--- src/rtl/ctr_pkg.sv ---
package ctr_pkg;

    typedef enum logic [1:0] {
        ACT_NONE = 2'd0,
        ACT_INC  = 2'd1,
        ACT_DEC  = 2'd2,
        ACT_RSVD = 2'd3
    } act_e;

    // fall action in [3:2], rise action in [1:0]
    typedef struct packed {
        act_e fall;
        act_e rise;
    } edge_cfg_t;

    typedef enum logic [1:0] {
        CAP_OFF = 2'd0,
        CAP_PRI = 2'd1,
        CAP_SEC = 2'd2,
        CAP_EXT = 2'd3
    } cap_src_e;

    typedef struct packed {
        logic inc;
        logic dec;
        logic rise;
    } edge_evt_t;

    localparam logic [1:0] ADDR_PRI = 2'd0;
    localparam logic [1:0] ADDR_SEC = 2'd1;
    localparam logic [1:0] ADDR_CAP = 2'd2;

    function automatic edge_evt_t decode_edge(input logic rise, input logic fall,
                                              input edge_cfg_t cfg);
        edge_evt_t e;
        act_e      a;
        a = rise ? cfg.rise : (fall ? cfg.fall : ACT_NONE);
        e.inc  = (a == ACT_INC);
        e.dec  = (a == ACT_DEC);
        e.rise = rise;
        return e;
    endfunction

endpackage

--- src/rtl/edge_combiner.sv ---
module edge_combiner
    import ctr_pkg::*;
(
    input  logic      clk,
    input  logic      rst,
    input  logic      sig_in,
    input  edge_cfg_t cfg,
    output edge_evt_t evt
);
    logic last_q;

    always_ff @(posedge clk) begin
        if (rst) last_q <= 1'b0;
        else     last_q <= sig_in;
    end

    always_comb begin
        evt = decode_edge(sig_in & ~last_q, ~sig_in & last_q, cfg);
    end
endmodule

--- src/rtl/count_accum.sv ---
module count_accum
    import ctr_pkg::*;
#(
    parameter int CNT_W  = 32,
    parameter int NUM_IN = 2
) (
    input  logic                   clk,
    input  logic                   rst,
    input  logic                   clr,
    input  edge_evt_t [NUM_IN-1:0] evt_v,
    output logic [CNT_W-1:0]       count
);
    localparam int NET_W = $clog2(NUM_IN + 1) + 1;

    logic signed [NET_W-1:0] net;
    logic [CNT_W-1:0]        step;

    always_comb begin
        net = '0;
        for (int i = 0; i < NUM_IN; i++) begin
            if (evt_v[i].inc) net = net + NET_W'(1);
            if (evt_v[i].dec) net = net - NET_W'(1);
        end
        step = {{(CNT_W-NET_W){net[NET_W-1]}}, net};
    end

    always_ff @(posedge clk) begin
        if (rst || clr) count <= '0;
        else            count <= count + step;
    end
endmodule

--- src/rtl/sample_fifo.sv ---
module sample_fifo #(
    parameter int W     = 32,
    parameter int DEPTH = 16
) (
    input  logic         clk,
    input  logic         rst,
    input  logic         clr,
    input  logic         push,
    input  logic [W-1:0] wdata,
    input  logic         pop,
    output logic [W-1:0] rdata,
    output logic         empty,
    output logic         overflow
);
    localparam int PTR_W = (DEPTH > 1) ? $clog2(DEPTH) : 1;
    localparam int OCC_W = $clog2(DEPTH + 1);

    logic [W-1:0]     mem [DEPTH];
    logic [PTR_W-1:0] wptr, rptr;
    logic [OCC_W-1:0] occ;
    logic             full, do_push, do_pop;

    assign full    = (occ == OCC_W'(DEPTH));
    assign empty   = (occ == '0);
    assign do_push = push & ~full;
    assign do_pop  = pop & ~empty;
    assign rdata   = mem[rptr];

    function automatic logic [PTR_W-1:0] bump(input logic [PTR_W-1:0] p);
        return (p == PTR_W'(DEPTH - 1)) ? '0 : p + PTR_W'(1);
    endfunction

    always_ff @(posedge clk) begin
        if (do_push && !rst && !clr) mem[wptr] <= wdata;
    end

    always_ff @(posedge clk) begin
        if (rst || clr) begin
            wptr     <= '0;
            rptr     <= '0;
            occ      <= '0;
            overflow <= 1'b0;
        end else begin
            if (do_push) wptr <= bump(wptr);
            if (do_pop)  rptr <= bump(rptr);
            case ({do_push, do_pop})
                2'b10:   occ <= occ + OCC_W'(1);
                2'b01:   occ <= occ - OCC_W'(1);
                default: occ <= occ;
            endcase
            if (push && full) overflow <= 1'b1;
        end
    end
endmodule

--- src/rtl/dual_edge_counter.sv ---
module dual_edge_counter
    import ctr_pkg::*;
#(
    parameter int CNT_W      = 32,
    parameter int FIFO_DEPTH = 16
) (
    input  logic             clk,
    input  logic             rst,
    input  logic             clr,
    input  logic             in_pri,
    input  logic             in_sec,
    input  logic             latch_strobe,
    input  logic             cfg_we,
    input  logic [1:0]       cfg_addr,
    input  logic [3:0]       cfg_wdata,
    output logic [CNT_W-1:0] count_value,
    input  logic             fifo_rd,
    output logic [CNT_W-1:0] fifo_data,
    output logic             fifo_empty,
    output logic             fifo_overflow
);
    localparam int NUM_IN = 2;

    edge_cfg_t               ecfg [NUM_IN];
    cap_src_e                cap_sel;
    logic [NUM_IN-1:0]       sig_v;
    edge_evt_t [NUM_IN-1:0]  evt_v;
    logic                    cap_fire;
    logic                    evt_any;

    assign sig_v = {in_sec, in_pri};

    always_ff @(posedge clk) begin
        if (rst) begin
            for (int i = 0; i < NUM_IN; i++) ecfg[i] <= '0;
            cap_sel <= CAP_OFF;
        end else if (cfg_we) begin
            case (cfg_addr)
                ADDR_PRI: ecfg[0] <= edge_cfg_t'(cfg_wdata);
                ADDR_SEC: ecfg[1] <= edge_cfg_t'(cfg_wdata);
                ADDR_CAP: cap_sel <= cap_src_e'(cfg_wdata[1:0]);
                default:  ;
            endcase
        end
    end

    for (genvar g = 0; g < NUM_IN; g++) begin : g_in
        edge_combiner u_comb (
            .clk    (clk),
            .rst    (rst),
            .sig_in (sig_v[g]),
            .cfg    (ecfg[g]),
            .evt    (evt_v[g])
        );
    end

    always_comb begin
        evt_any = 1'b0;
        for (int i = 0; i < NUM_IN; i++) evt_any |= evt_v[i].inc | evt_v[i].dec;
        case (cap_sel)
            CAP_PRI: cap_fire = evt_v[0].rise;
            CAP_SEC: cap_fire = evt_v[1].rise;
            CAP_EXT: cap_fire = latch_strobe;
            default: cap_fire = 1'b0;
        endcase
    end

    count_accum #(.CNT_W(CNT_W), .NUM_IN(NUM_IN)) u_acc (
        .clk   (clk),
        .rst   (rst),
        .clr   (clr),
        .evt_v (evt_v),
        .count (count_value)
    );

    sample_fifo #(.W(CNT_W), .DEPTH(FIFO_DEPTH)) u_fifo (
        .clk      (clk),
        .rst      (rst),
        .clr      (clr),
        .push     (cap_fire),
        .wdata    (count_value),
        .pop      (fifo_rd),
        .rdata    (fifo_data),
        .empty    (fifo_empty),
        .overflow (fifo_overflow)
    );
endmodule


--- config.mk ---
export PLATFORM = sky130hd
export DESIGN_NAME = dual_edge_counter
export DESIGN_NICKNAME = d
export VERILOG_FILES = /design/src/rtl/ctr_pkg.sv /design/src/rtl/edge_combiner.sv /design/src/rtl/count_accum.sv /design/src/rtl/sample_fifo.sv /design/src/rtl/dual_edge_counter.sv
export SDC_FILE = /design/constraint.sdc
export NUM_CORES = 1
export LEC_CHECK = 0
export ABC_AREA = 1
export CELL_PAD_IN_SITES_DETAIL_PLACEMENT = 2
export CELL_PAD_IN_SITES_GLOBAL_PLACEMENT = 2
export CORE_ASPECT_RATIO = 0.8
export CORE_UTILIZATION = 40
export CTS_CLUSTER_DIAMETER = 120
export DETAILED_ROUTE_END_ITERATION = 10
export MAX_ROUTING_LAYER = met4
export PLACE_DENSITY_LB_ADDON = 0.2
export SKIP_LAST_GASP = 1
export SYNTH_ARGS = -nofsm -noshare
export SYNTH_HDL_FRONTEND = slang
export SYNTH_SLANG_ARGS = --single-unit
export TNS_END_PERCENT = 1
--- constraint.sdc ---
create_clock -name clk -period 6.7 [get_ports clk]
set_input_delay 1.34 -clock clk [delete_from_list [all_inputs] [get_ports clk]]
set_output_delay 1.34 -clock clk [all_outputs]
set_load 0.005 [all_outputs]
After elaboration in Yosys (flattened, before gate mapping). Memories as Yosys holds them, arrays and structs flattened. A register that Yosys moved wholly into a read port is not among the register bits. Cells that the tools add are included.

Multiplexer cells: 28. Add/subtract/negate cells: 8. Eq/ne operators: 14. Reduce and logical (&&, ||, !) cells: 10. Bitwise operators: 14.

Operator list (number): $add A32 B32 Y32 (1); $mux W4 (6); $mux W1 (13); $eq A2 B2 Y1 const B (6); $eq A2 B1 Y1 const B (5); $pmux W5 S2 (1); $mux W3 (3); $add A4 B1 Y4 const B (2); $eq A4 B4 Y1 const B (2); $mux W2 (4); $and A1 B1 Y1 (6); $not A1 Y1 (6); $add A5 B1 Y5 const B (1); $eq A5 B5 Y1 const B (1); $logic_not A5 Y1 (1); $sub A5 B1 Y5 const B (1); $add A3 B2 Y3 const B (1); $logic_and A1 B1 Y1 (3); $pmux W1 S3 (1); $sub A3 B2 Y3 const B (1); $logic_not A1 Y1 (2); $logic_not A2 Y1 (1); $or A1 B1 Y1 (2); $reduce_and A2 Y1 (1); other kinds (3) (3).

Flip-flop bits (word level): 50. Output and inout bits: 66. Word-level logic and storage cells: 84. Bits of input ports: 14. Memories kept: 2. Memory bits (writable): 520.

Memories: u_fifo.mem (depth 16, bits a word 32, read ports 1, clocked after Yosys merged registers in 1, write ports 1, line sample_fifo.sv:18) `logic [W-1:0] mem [DEPTH];`; ecfg (depth 2, bits a word 4, read ports 2, clocked after Yosys merged registers in 0, write ports 2, line dual_edge_counter.sv:24) `edge_cfg_t ecfg [NUM_IN];`.

Logic depth before layout (Yosys ltp).
Depth after elaboration: 13. Gate-level depth with buffers: 21. Mapped depth without buffers: 21.

Cells and area by module. From an unflattened synthesis, not the netlist that was laid out.

Cells, all modules: 2416. Area, all modules: 25882.3 um^2.

By module, submodules not included: sample_fifo (seq. area each 15735.1 um^2, area each 21966.1 um^2, instances 1, cells an instance 1762); count_accum (seq. area each 640.6 um^2, area each 3350.7 um^2, instances 1, cells an instance 583); dual_edge_counter (seq. area each 280.3 um^2, area each 410.4 um^2, instances 1, cells an instance 41); edge_combiner (seq. area each 20.0 um^2, area each 77.6 um^2, instances 2, cells an instance 15).

Worst setup path before layout. No wires, ideal clock.

Path kind: input-to-reg. From: input port in_sec. To: memory u_fifo.mem[3][0], enable pin. Arrival: 4184 ps. Buffers on the path: 0. Setup slack: 2055 ps. Required time: 6239 ps. Library setup time: 461 ps. Stages on the path: 8. Cells stage by stage: nand2_1 nand2_1 o21ai_0 a21oi_1 nand2_2 inv_1 nand2_1 nor3_1.

Word-level cells in the longest chain between the ends: 7.

RTL lines: start, declared (line dual_edge_counter.sv:11) `input logic in_sec,`; $and A1 B1 Y1 (line edge_combiner.sv:18) `evt = decode_edge(sig_in & ~last_q, ~sig_in & last_q, cfg);`; $pmux W1 S3 (line dual_edge_counter.sv:60) `case (cap_sel)`; $and A1 B1 Y1 (line sample_fifo.sv:25) `assign do_push = push & ~full;`; $logic_and A1 B1 Y1 (2 in series) (line sample_fifo.sv:34) `if (do_push && !rst && !clr) mem[wptr] <= wdata;`; $mux W1 (line sample_fifo.sv:34); $mux W1 (not written as such) (line sample_fifo.sv:34); end, declared (line sample_fifo.sv:18).

No other way between the ends.

Final worst setup path.
From: input port in_sec. To: register u_acc.count[30].

Word-level cells in the longest chain between the ends: 9. Elaborated cells between the ends (all ways): 11. Classes of those cells: add/sub: 2; eq/ne: 2; mux: 4; bitwise: 3.

RTL lines: $not A1 Y1 (line edge_combiner.sv:18); $and A1 B1 Y1 (line edge_combiner.sv:18); $mux W2 (line ctr_pkg.sv:37) `a = rise ? cfg.rise : (fall ? cfg.fall : ACT_NONE);`; $mux W2 * (line ctr_pkg.sv:37); $eq A2 B1 Y1 (line ctr_pkg.sv:38) `e.inc = (a == ACT_INC);`; $mux W3 (line count_accum.sv:21) `if (evt_v[i].inc) net = net + NET_W'(1);`; $sub A3 B2 Y3 (line count_accum.sv:22) `if (evt_v[i].dec) net = net - NET_W'(1);`; $mux W3 * (line count_accum.sv:22); $add A32 B32 Y32 * (line count_accum.sv:29) `else count <= count + step;`; end signal, assigned (line count_accum.sv:29); end, declared (line count_accum.sv:11) `output logic [CNT_W-1:0] count`.

Every way passes the cells marked *; elsewhere a longest branch is shown, timed or not. A chain may end at the register's enable or synchronous reset.

==> parameters.txt <==
Parameter                              Value

Run status
  Outcome ... complete, no violations

Final layout
  Layout cell share with drive strength beyond 1 ... 7.261%
  Antenna diode count ... 0
  Final nets ... 2187
  Area growth from synthesis to layout ... 14.62%

Die
  Starting density of the core ... 40.57%
  I/O pins ... 80
  Chip width ... 280.8 um
  Height of the die ... 225.0 um
  DIE AREA ... 63190 um2
  Number of placement rows ... 81
  Core box area ... 61320 um2

Synth
  Largest family of logic cells by synthesized area ... compound AO/OA/AOI/OAI gates
  Most instantiated flip-flop cell in the synthesis netlist ... sky130_fd_sc_hd__edfxtp_1
  Post-synthesis net count ... 2098
  Share of cell area taken by muxes after synthesis ... 5.151%
  Post-Syn Instances ... 2036
  Leading post-synthesis cells by cell area ... sky130_fd_sc_hd__edfxtp_1, sky130_fd_sc_hd__mux2i_1, sky130_fd_sc_hd__dfxtp_1
  Xor and xnor area share after synthesis ... 0.2113%
  Number of enable flip-flop cells after synthesis ... 520
  Count leader, synth ... sky130_fd_sc_hd__edfxtp_1
  Async set-or-reset flop fraction in the synthesized netlist ... 0%
  Fraction of the mapped netlist area in compound gates ... 12.23%
  Most frequent cells after synthesis ... sky130_fd_sc_hd__edfxtp_1, sky130_fd_sc_hd__inv_1, sky130_fd_sc_hd__nand2_1
  Adder-cell share of the synthesized area ... 2.505%
  Cell type with the highest aggregate area in the netlist ... sky130_fd_sc_hd__edfxtp_1
  Share of the synthesized area in the top cell type ... 62.78%
  Sequential share of the synthesized area ... 67.12%
  Synthesized area per cell ... 12.22 um2
  Post-synthesis instance area ... 24870 um2
  Count of state elements after synthesis ... 574
  Area fraction in and, or, nand and nor cells after synthesis ... 6.761%
  Post-synthesis cell type count ... 37
  Synth warn ... 0

Pwr
  Power per standard cell area ... 284.7 nW/um2
  P_sw ... 2.038 mW
  Total leakage power ... 9.930 nW
  Net Sw Frac ... 25.11%
  Share of total power in the clock network ... 40.6%
  Peak ir drop on the vdd network ... 0.2137 mV
  Logic pwr share ... 8.9%
  Internal power ... 6.079 mW
  Seq pwr share ... 50.5%

Clocking
  Clock tree from TritonCTS ... yes
  Clock latency on the worst-skew pair ... 0.64 ns
  Clock Tree Buf Depth ... 3
  Clk pin slew, worst setup/hold paths ... 0.06 ns
  CTS Hold Buffers Added ... 0
  Clock buffers created by TritonCTS ... 59
  Post-CTS Setup Bufs ... 0
  Post-CTS resize count ... 0
  H-tree Lvls ... 2
  CTS root buffer ... sky130_fd_sc_hd__clkbuf_16
  CTS Sinks ... 574

Detailed routing
  DR DRC count ... 0
  DRT Pass-1 Iters ... 5
  Post-route antenna net violation count ... 0
  Number of DRC markers in iteration 0 ... 1028
  Wire length reported by the detailed router ... 78790 um
  Via count of the routed design ... 16640
  Avg Vias per Cell ... 5.535
  DR WL/cell ... 26.21 um

Global routing
  Via count of the first global-routing pass ... 18600
  Most used routing layer ... met2
  Met2 track demand over resource ... 44.36%
  Total overflow reported by the global router ... 0
  Fraction of met1 tracks used by global routing ... 32.78%
  Maximum number of pins on one net before global-route repair ... 129
  Wire length of the first global-routing pass ... 117500 um
  Antenna violations before repair ... 0
  Aggregate global-route resource usage ... 25.87%
  Global-route met3 utilization ... 2.975%

Setup path
  Endpoint class of the critical path ... register
  Biggest cell delay along the critical path ... 0.66 ns
  Endpoint of the worst register-to-register path ... u_acc.count[30]
  Highest-delay cell along the critical path ... sky130_fd_sc_hd__ha_1
  Signal arrival time at the worst endpoint ... 5.66 ns
  Worst Reg-to-Reg Cells ... 19
  Critical Setup Path Class ... input port to register
  Register-to-Register Setup Slack ... 2.42 ns
  Critical path peak fanout ... 32
  Critical path startpoint category ... input port
  Critical path, cell by cell ... clkdlybuf4s50_1 -> nand2_1 -> o21ai_0 -> nand2_1 -> fa_1 -> nand3b_1 -> nand2_1 -> inv_1 -> ha_1 -> nand2_1 -> nor2_1 -> inv_1 -> nor2_1 -> nand2_1 -> nand2_1 -> nand2_1 -> nand3_1 -> nand2_1 -> nor2_1
  Endpoint required time on the critical path ... 7.24 ns
  Worst reg2reg path startpoint ... g_in[1].u_comb.last_q
  Cell repeated most along the worst path ... sky130_fd_sc_hd__nand2_1

Placement
  Placed wire-length estimate ... 47080 um
  Final weighted congestion in routability-driven placement ... 0.8387
  Number of input and output port buffers inserted ... 79

Hold path
  Worst min-delay path category ... register to register
  Hold wc startpoint ... u_fifo.rptr[2]
  Min-Delay Path Depth ... 2

Timing
  Final number of setup-violating endpoints ... 0
  Worst slack on hold paths ... 0.5137 ns
  Final Slew Violations ... 0
  Layout Skew ... 0.01762 ns
  Headroom to the max-slew limit ... 16.08%
  RSZ-0062 raised after global routing ... false
  Tcrit/Tclk final ... 76.35%
  Actual slew at the worst max-slew pin ... 1.257 ns
  Final-layout setup total negative slack ... 0 ns
  Min cycle time layout ... 5.115 ns
  Final hold violation count ... 0
  Peak Freq ... 195.5 MHz

Run
  Max-cap check violation count ... 0
## how the worst max path moves through the flow
stage / start / endpoint / slack [ns] / cells past startpoint
floorplan: in_sec / u_fifo.mem[3][0] / 2.06 / 8
global placement: in_sec / u_acc.count[18] / 1.23 / 15
detailed placement: in_sec / u_acc.count[30] / 1.01 / 19
CTS: in_sec / u_acc.count[30] / 1.59 / 19
global route: in_sec / u_acc.count[30] / 1.21 / 19
finish: in_sec / u_acc.count[30] / 1.58 / 19
## kinds of logic after synthesis
family	Yosys count
buf+inv	336
xor+xnor	6
simple gates	409
fa+ha+maj	48
mux	128
compound gates	535
flops	574
## cells in the final DEF (no fill, tap or decap), types with 4 or more instances in the layout
cell                              netlist  final
sky130_fd_sc_hd__clkinv_2               0     14
sky130_fd_sc_hd__clkdlybuf4s50_1        0     79
sky130_fd_sc_hd__o211ai_1             126    126
sky130_fd_sc_hd__clkbuf_1              52      9
sky130_fd_sc_hd__xnor2_1                4      4
sky130_fd_sc_hd__ha_1                  45     45
sky130_fd_sc_hd__edfxtp_1             520    520
sky130_fd_sc_hd__buf_4                  6     41
sky130_fd_sc_hd__bufinv_16              0      5
sky130_fd_sc_hd__o21ai_0              185    185
sky130_fd_sc_hd__nor2_1                99     85
sky130_fd_sc_hd__clkinv_1               1     16
sky130_fd_sc_hd__clkbuf_16              0     59
sky130_fd_sc_hd__inv_1                240    239
sky130_fd_sc_hd__nand3_1               69     69
sky130_fd_sc_hd__nor3_1                11      8
sky130_fd_sc_hd__o21bai_1               7      7
sky130_fd_sc_hd__nand2_1              220    220
sky130_fd_sc_hd__o21ai_1               15     15
sky130_fd_sc_hd__nand3b_1               5      5
sky130_fd_sc_hd__nor2_4                 0     13
sky130_fd_sc_hd__a21oi_1              192    192
sky130_fd_sc_hd__inv_6                  0      5
sky130_fd_sc_hd__dfxtp_1               54     50
sky130_fd_sc_hd__mux2i_1              128    128
## power by group through the flow
stage | sequential (mW) | combinational, mW | clock (mW)
4_1_cts | 4.10 | 0.732 | 3.35
6_report | 4.10 | 0.726 | 3.29
3_3_place_gp | 4.16 | 0.681 | 0
2_1_floorplan | 4.14 | 0.414 | 0
3_5_place_dp | 4.17 | 0.722 | 0
5_1_grt | 4.10 | 0.805 | 3.46
## worst max-delay path, delay by kind of cell
family | cells | cell delay (ns)
fa+ha+maj | 2 | 1.08
buf+inv | 3 | 1.16
simple gates | 13 | 1.72
compound gates | 1 | 0.32
## stage by stage
stage / utilization (%) / cell area [um2] / cells / power [mW] / setup slack, ns
finish: 46.50 / 28510 / 3006 / 8.116 / 1.585
global route: 46.50 / 28510 / 3006 / 8.364 / 1.212
CTS: 46.50 / 28510 / 3006 / 8.174 / 1.595
detailed placement: 43.40 / 26610 / 2894 / 4.895 / 1.012
global placement: 43.40 / 26610 / 2894 / 4.844 / 1.227
floorplan: - / 24870 / 2036 / 4.552 / 2.055
## area by class of cell
cell class,instances,area [um2]
clock buffers,69,1524
fillers,6034,32810
flip-flops and latches,574,16710
repair buffers,123,1159
well taps,830,1039
multi-input cells,1126,6795
inverters,241,909.6
clock inverters,43,375.4
## registers in the layout (all words and copies together), names as in the netlist, 2 cells and up, named ones only
name,count
cap_sel,2
ecfg,8
g_in.u_comb.last_q,2
u_acc.count,32
u_fifo.mem,512
u_fifo.occ,5
u_fifo.rptr,4
u_fifo.wptr,4
## metal layers
layer,vias up,routed length [um]
li1,7507,-
met3,97,3095
met4,0,1566
met1,8701,34680
met2,332,39450
met5,-,0
Power figures use the tool's default switching activity.
